### src/rtl/gpio_pkg.sv
package gpio_pkg;
  typedef enum logic {
    EDGE_FALL = 1'b0,
    EDGE_RISE = 1'b1
  } edge_sel_e;

  localparam int CFG_PUDIS_BIT = 7;
  localparam int CFG_EDGE_BIT  = 6;
endpackage

### src/rtl/gpio_sync.sv
module gpio_sync #(
  parameter int W      = 8,
  parameter int STAGES = 2
) (
  input  logic         clk,
  input  logic         rst_n,
  input  logic [W-1:0] d_async,
  output logic [W-1:0] q_sync
);
  logic [W-1:0] stg_q [STAGES];

  for (genvar s = 0; s < STAGES; s++) begin : g_stage
    if (s == 0) begin : g_first
      always_ff @(posedge clk or negedge rst_n) begin
        if (!rst_n) stg_q[s] <= '0;
        else        stg_q[s] <= d_async;
      end
    end else begin : g_next
      always_ff @(posedge clk or negedge rst_n) begin
        if (!rst_n) stg_q[s] <= '0;
        else        stg_q[s] <= stg_q[s-1];
      end
    end
  end

  assign q_sync = stg_q[STAGES-1];
endmodule

### src/rtl/gpio_chg_det.sv
module gpio_chg_det #(
  parameter int NB = 4
) (
  input  logic          clk,
  input  logic          rst_n,
  input  logic [NB-1:0] lvl,
  input  logic [NB-1:0] is_in,
  input  logic          cap_en,
  input  logic          clr,
  output logic          flag
);
  logic [NB-1:0] ref_q, ref_d;
  logic [NB-1:0] mism;
  logic          flag_q, flag_d;

  assign mism = is_in & (lvl ^ ref_q);

  always_comb begin
    ref_d  = cap_en ? lvl : ref_q;
    flag_d = flag_q;
    if (|mism)    flag_d = 1'b1;
    else if (clr) flag_d = 1'b0;
  end

  always_ff @(posedge clk or negedge rst_n) begin
    if (!rst_n) begin
      ref_q  <= '0;
      flag_q <= 1'b0;
    end else begin
      ref_q  <= ref_d;
      flag_q <= flag_d;
    end
  end

  assign flag = flag_q;
endmodule

### src/rtl/gpio_ext_irq.sv
module gpio_ext_irq
  import gpio_pkg::*;
(
  input  logic      clk,
  input  logic      rst_n,
  input  logic      lvl,
  input  edge_sel_e sel,
  input  logic      clr,
  output logic      flag
);
  logic prev_q;
  logic flag_q, flag_d;
  logic hit;

  assign hit = (sel == EDGE_RISE) ? (lvl & ~prev_q) : (~lvl & prev_q);

  always_comb begin
    flag_d = flag_q;
    if (hit)      flag_d = 1'b1;
    else if (clr) flag_d = 1'b0;
  end

  always_ff @(posedge clk or negedge rst_n) begin
    if (!rst_n) begin
      prev_q <= 1'b0;
      flag_q <= 1'b0;
    end else begin
      prev_q <= lvl;
      flag_q <= flag_d;
    end
  end

  assign flag = flag_q;
endmodule

### src/rtl/gpio_chg_port.sv
module gpio_chg_port
  import gpio_pkg::*;
#(
  parameter int W       = 8,
  parameter int CHG_LO  = 4,
  parameter int SYNC_N  = 2
) (
  input  logic         clk,
  input  logic         rst_n,
  input  logic [W-1:0] bus_wdata,
  input  logic         data_wr,
  input  logic         dir_wr,
  input  logic         cfg_wr,
  input  logic         port_rd,
  input  logic         dir_rd,
  input  logic         chg_clr,
  input  logic         ext_clr,
  output logic [W-1:0] rdata,
  input  logic [W-1:0] pin_in,
  output logic [W-1:0] pin_out,
  output logic [W-1:0] pin_oe,
  output logic [W-1:0] pin_pu,
  output logic         chg_flag,
  output logic         ext_flag
);
  localparam int NB = W - CHG_LO;

  logic [W-1:0] data_q, data_d;
  logic [W-1:0] dir_q, dir_d;
  logic         pudis_q, pudis_d;
  edge_sel_e    edge_q, edge_d;
  logic [W-1:0] pin_s;

  always_comb begin
    data_d  = data_wr ? bus_wdata : data_q;
    dir_d   = dir_wr  ? bus_wdata : dir_q;
    pudis_d = pudis_q;
    edge_d  = edge_q;
    if (cfg_wr) begin
      pudis_d = bus_wdata[CFG_PUDIS_BIT];
      edge_d  = edge_sel_e'(bus_wdata[CFG_EDGE_BIT]);
    end
  end

  always_ff @(posedge clk or negedge rst_n) begin
    if (!rst_n) begin
      data_q  <= '0;
      dir_q   <= '1;
      pudis_q <= 1'b1;
      edge_q  <= EDGE_RISE;
    end else begin
      data_q  <= data_d;
      dir_q   <= dir_d;
      pudis_q <= pudis_d;
      edge_q  <= edge_d;
    end
  end

  gpio_sync #(.W(W), .STAGES(SYNC_N)) u_sync (
    .clk     (clk),
    .rst_n   (rst_n),
    .d_async (pin_in),
    .q_sync  (pin_s)
  );

  gpio_chg_det #(.NB(NB)) u_chg (
    .clk    (clk),
    .rst_n  (rst_n),
    .lvl    (pin_s[W-1:CHG_LO]),
    .is_in  (dir_q[W-1:CHG_LO]),
    .cap_en (port_rd),
    .clr    (chg_clr),
    .flag   (chg_flag)
  );

  gpio_ext_irq u_ext (
    .clk   (clk),
    .rst_n (rst_n),
    .lvl   (pin_s[0]),
    .sel   (edge_q),
    .clr   (ext_clr),
    .flag  (ext_flag)
  );

  always_comb begin
    if (port_rd)     rdata = pin_s;
    else if (dir_rd) rdata = dir_q;
    else             rdata = '0;
  end

  assign pin_out = data_q;
  assign pin_oe  = ~dir_q;
  assign pin_pu  = dir_q & {W{~pudis_q}};
endmodule

### config.mk
export PLATFORM = sky130hd
export DESIGN_NAME = gpio_chg_port
export DESIGN_NICKNAME = d
export VERILOG_FILES = /design/src/rtl/gpio_pkg.sv /design/src/rtl/gpio_sync.sv /design/src/rtl/gpio_chg_det.sv /design/src/rtl/gpio_ext_irq.sv /design/src/rtl/gpio_chg_port.sv
export SDC_FILE = /design/constraint.sdc
export NUM_CORES = 1
export LEC_CHECK = 0
export ABC_AREA = 1
export BUFFER_PORTS_ARGS = -buffer_cell sky130_fd_sc_hd__clkbuf_2
export CAP_MARGIN = 20
export CELL_PAD_IN_SITES_DETAIL_PLACEMENT = 1
export CELL_PAD_IN_SITES_GLOBAL_PLACEMENT = 1
export CORE_MARGIN = 5
export CORE_UTILIZATION = 41
export CTS_BUF_LIST = sky130_fd_sc_hd__clkbuf_8
export DETAILED_ROUTE_END_ITERATION = 8
export GPL_ROUTABILITY_DRIVEN = 0
export GPL_TIMING_DRIVEN = 0
export PLACE_DENSITY = 0.87
export SYNTH_ARGS = -nofsm -noshare
export SYNTH_HDL_FRONTEND = slang
export SYNTH_SLANG_ARGS = --single-unit
### constraint.sdc
create_clock -name clk -period 3.3 [get_ports clk]
set_clock_uncertainty 0.15 [all_clocks]
set_input_delay 0.825 -clock clk [delete_from_list [all_inputs] [get_ports clk]]
set_output_delay 0.825 -clock clk [all_outputs]
set_load 0.01 [all_outputs]
==> impl_metrics.json <==
{
  "post-cts-setup-buffers": 0,
  "highest_layer": "met4",
  "drt-initial-drc-count": 44,
  "setup_viol": 0,
  "hold_buffers": 0,
  "finalWirelength_um": 4404,
  "p_per_area_nw_per_um2": 565.7,
  "htreeDepth": 2,
  "yosys_warnings": 0,
  "max_stage_delay_ns": 0.28,
  "die-area_um2": 5157,
  "num_rows": 22,
  "path_clk_slew_ns": 0.08,
  "wl_met1_um": 1582,
  "clkPwrFrac_pct": 35.5,
  "final_nets": 232,
  "timing.final.crit_share_pct": 79.94,
  "power_frac_comb_pct": 15.2,
  "grtUsageTotal_pct": 18.05,
  "r2r_slack_ns": 2.18,
  "cp_slowest_cell": "o21ai_0",
  "antenna_found_initial": 0,
  "grt_pass1_vias": 1453,
  "hpwl_um": 3117,
  "wl_met2_um": 2556,
  "syn_to_final_growth_pct": 30.75,
  "worst_slew_pin_slew_ns": 0.2657,
  "max_freq_ghz": 0.3791,
  "worstPathCellList": "clkbuf_2 -> inv_1 -> nand2_1 -> o21ai_0 -> clkbuf_2",
  "fin_cells": 256,
  "status": "completed",
  "critPathRequiredTime_ns": 2.32,
  "placed_cell_area_um2": 1912,
  "grt_start_max_net_pins": 42,
  "grt_pass1_wl_um": 7072,
  "vdd.ir_drop.worst_uv": 623.0,
  "endpoint": "rdata[7]",
  "tritoncts": "yes",
  "r2r_end": "pudis_q$_DFFE_PN1P_",
  "critPathCaptureType": "output port",
  "stdcell_area_um2": 2048,
  "cts_buffers": 5,
  "die_w_um": 71.81,
  "routedWlPerCell_um": 17.20,
  "maxSlewViolCount": 0,
  "syn_nets": 167,
  "vias": 1243,
  "io_buffers": 57,
  "final.setup.tns_ns": 0,
  "hp-class": "in2async",
  "crit_top_cell": "clkbuf_2",
  "hold_viol": 0,
  "switching_share_pct": 25.27,
  "slew_headroom_pct": 82.25,
  "postRouteAntennaNets": 0,
  "route.detailed.drc": 0,
  "wl_met3_um": 235,
  "netlist_area_um2": 1567,
  "core_area_um2": 3689,
  "avgSynthCellArea_um2": 11.03,
  "r2r_start": "pudis_q$_DFFE_PN1P_",
  "arrival_ns": 1.66,
  "cts_buffer_depth": 2,
  "rsz0062_at_grt": "no",
  "reg2regPathDepth": 2,
  "cp_max_fo": 8,
  "min_period_ns": 2.638,
  "num_io_pins": 59,
  "clockRootBuffer": "clkbuf_8",
  "insertion_delay_ns": 0.29,
  "dp.cells": 247,
  "grt_remaining_overflow": 0,
  "max-cap-violations": 0,
  "p_seq_share_pct": 49.3,
  "power_switching_uw": 292.8,
  "yosysSeqAreaShare_pct": 66.29,
  "ctsResizeCount": 0,
  "drive_gt1_share_pct": 42.31,
  "p_int_uw": 865.9,
  "synthCells": 142,
  "startpoint": "port_rd",
  "p_leak_uw": 0.001095,
  "worstSetupPathType": "in2out",
  "synth-seq-cells": 41,
  "dr.pass1.iters": 2,
  "ys_types": 14,
  "diodes": 0,
  "cp-start-kind": "input pin",
  "die_h_um": 71.81,
  "start_util_pct": 42.47,
  "routed_via_density": 4.855,
  "cts.sinks": 41
}
==> stage by stage <==
stage	utilization, %	total power, uW	hold slack [ns]	worst slack [ns]
global route	55.53	1214	0.1691	0.5763
CTS	54.99	1171	0.1973	0.6614
global placement	51.83	740.6	0.1815	0.6912
finish	55.53	1159	0.1808	0.6618
detailed placement	51.83	750.8	0.1862	0.6988
floorplan	-	661.1	0.1812	1.047
==> cells by family after synthesis <==
family                 Yosys count  synth area share (%)
AND/OR/NAND/NOR                 45                 11.10
flip-flops                      41                 66.29
buffers and inverters           25                 6.869
AO/OA/AOI/OAI                   22                 7.349
multiplexers                     9                 8.387
==> Yosys cell counts (all sizes together) <==
cell type,number,area [um^2]
buf,4,28.78
dfrtp,31,775.7
dfstp,10,262.8
inv,21,78.83
mux2,9,131.4
nand2,30,112.6
nand3,4,20.02
nor2,11,41.29
o21ai,20,100.1
o221ai,1,8.760
o22ai,1,6.260
==> routing by layer <==
metal	global-route usage (%)	up-vias
met5	0	-
met4	5.219	0
met3	6.031	4
met2	35.61	34
met1	17.43	636
li1	-	569
==> how the worst min path moves through the flow <==
stage / to / slack (ns) / cells after the start
6_report: u_sync.stg_q[10]$_DFF_PN0_ / 0.18 / 1
5_1_grt: u_sync.stg_q[10]$_DFF_PN0_ / 0.17 / 1
4_1_cts: u_sync.q_sync[1]$_DFF_PN0_ / 0.20 / 0
3_5_place_dp: u_sync.q_sync[2]$_DFF_PN0_ / 0.19 / 0
3_3_place_gp: u_sync.q_sync[5]$_DFF_PN0_ / 0.18 / 0
2_1_floorplan: u_sync.q_sync[0]$_DFF_PN0_ / 0.18 / 0
==> registers in the layout, indices dropped and copies added, names as in the netlist <==
signal and cells:
u_chg.ref_q 4, u_ext.flag 1, u_chg.flag 1, pin_out 8
edge_q 1, dir_q 8, u_sync.q_sync 8, u_sync.stg_q 8
u_ext.prev_q 1, pudis_q 1
==> cell usage in the layout, fill, tap and decap left out, drive strengths merged <==
cell	Yosys	layout
clkbuf	0	63
dfrtp	31	31
nand2	30	30
inv	21	22
o21ai	20	20
nor2	11	11
dfstp	10	10
mux2	9	9
buf	4	5
nand3	4	4
o22ai	1	1
o221ai	1	1
bufinv	0	1
==> power groups by stage <==
stage               combinational, uW  sequential, uW  clock [uW]
floorplan                        81.1             580           0
global placement                  165             576           0
detailed placement                172             579           0
CTS                               176             572         423
global route                      194             576         445
finish                            176             571         411
==> worst max-delay path: cells and delay by family <==
family,cells,cell delay [ns]
buf+inv,3,0.38
simple gates,1,0.18
compound gates,1,0.28
==> final cells by class <==
cell class                 count  area [um^2]
inverter                      21        78.83
tap                           48        60.06
clock inverter                 2        33.78
sequential                    41         1039
buffer                         4        28.78
clock buffer                   6        82.58
timing repair buffer          58        305.3
fill                         424         1640
multi-input combinational     76        420.4
Note: power is estimated with default switching activity, not from simulation.
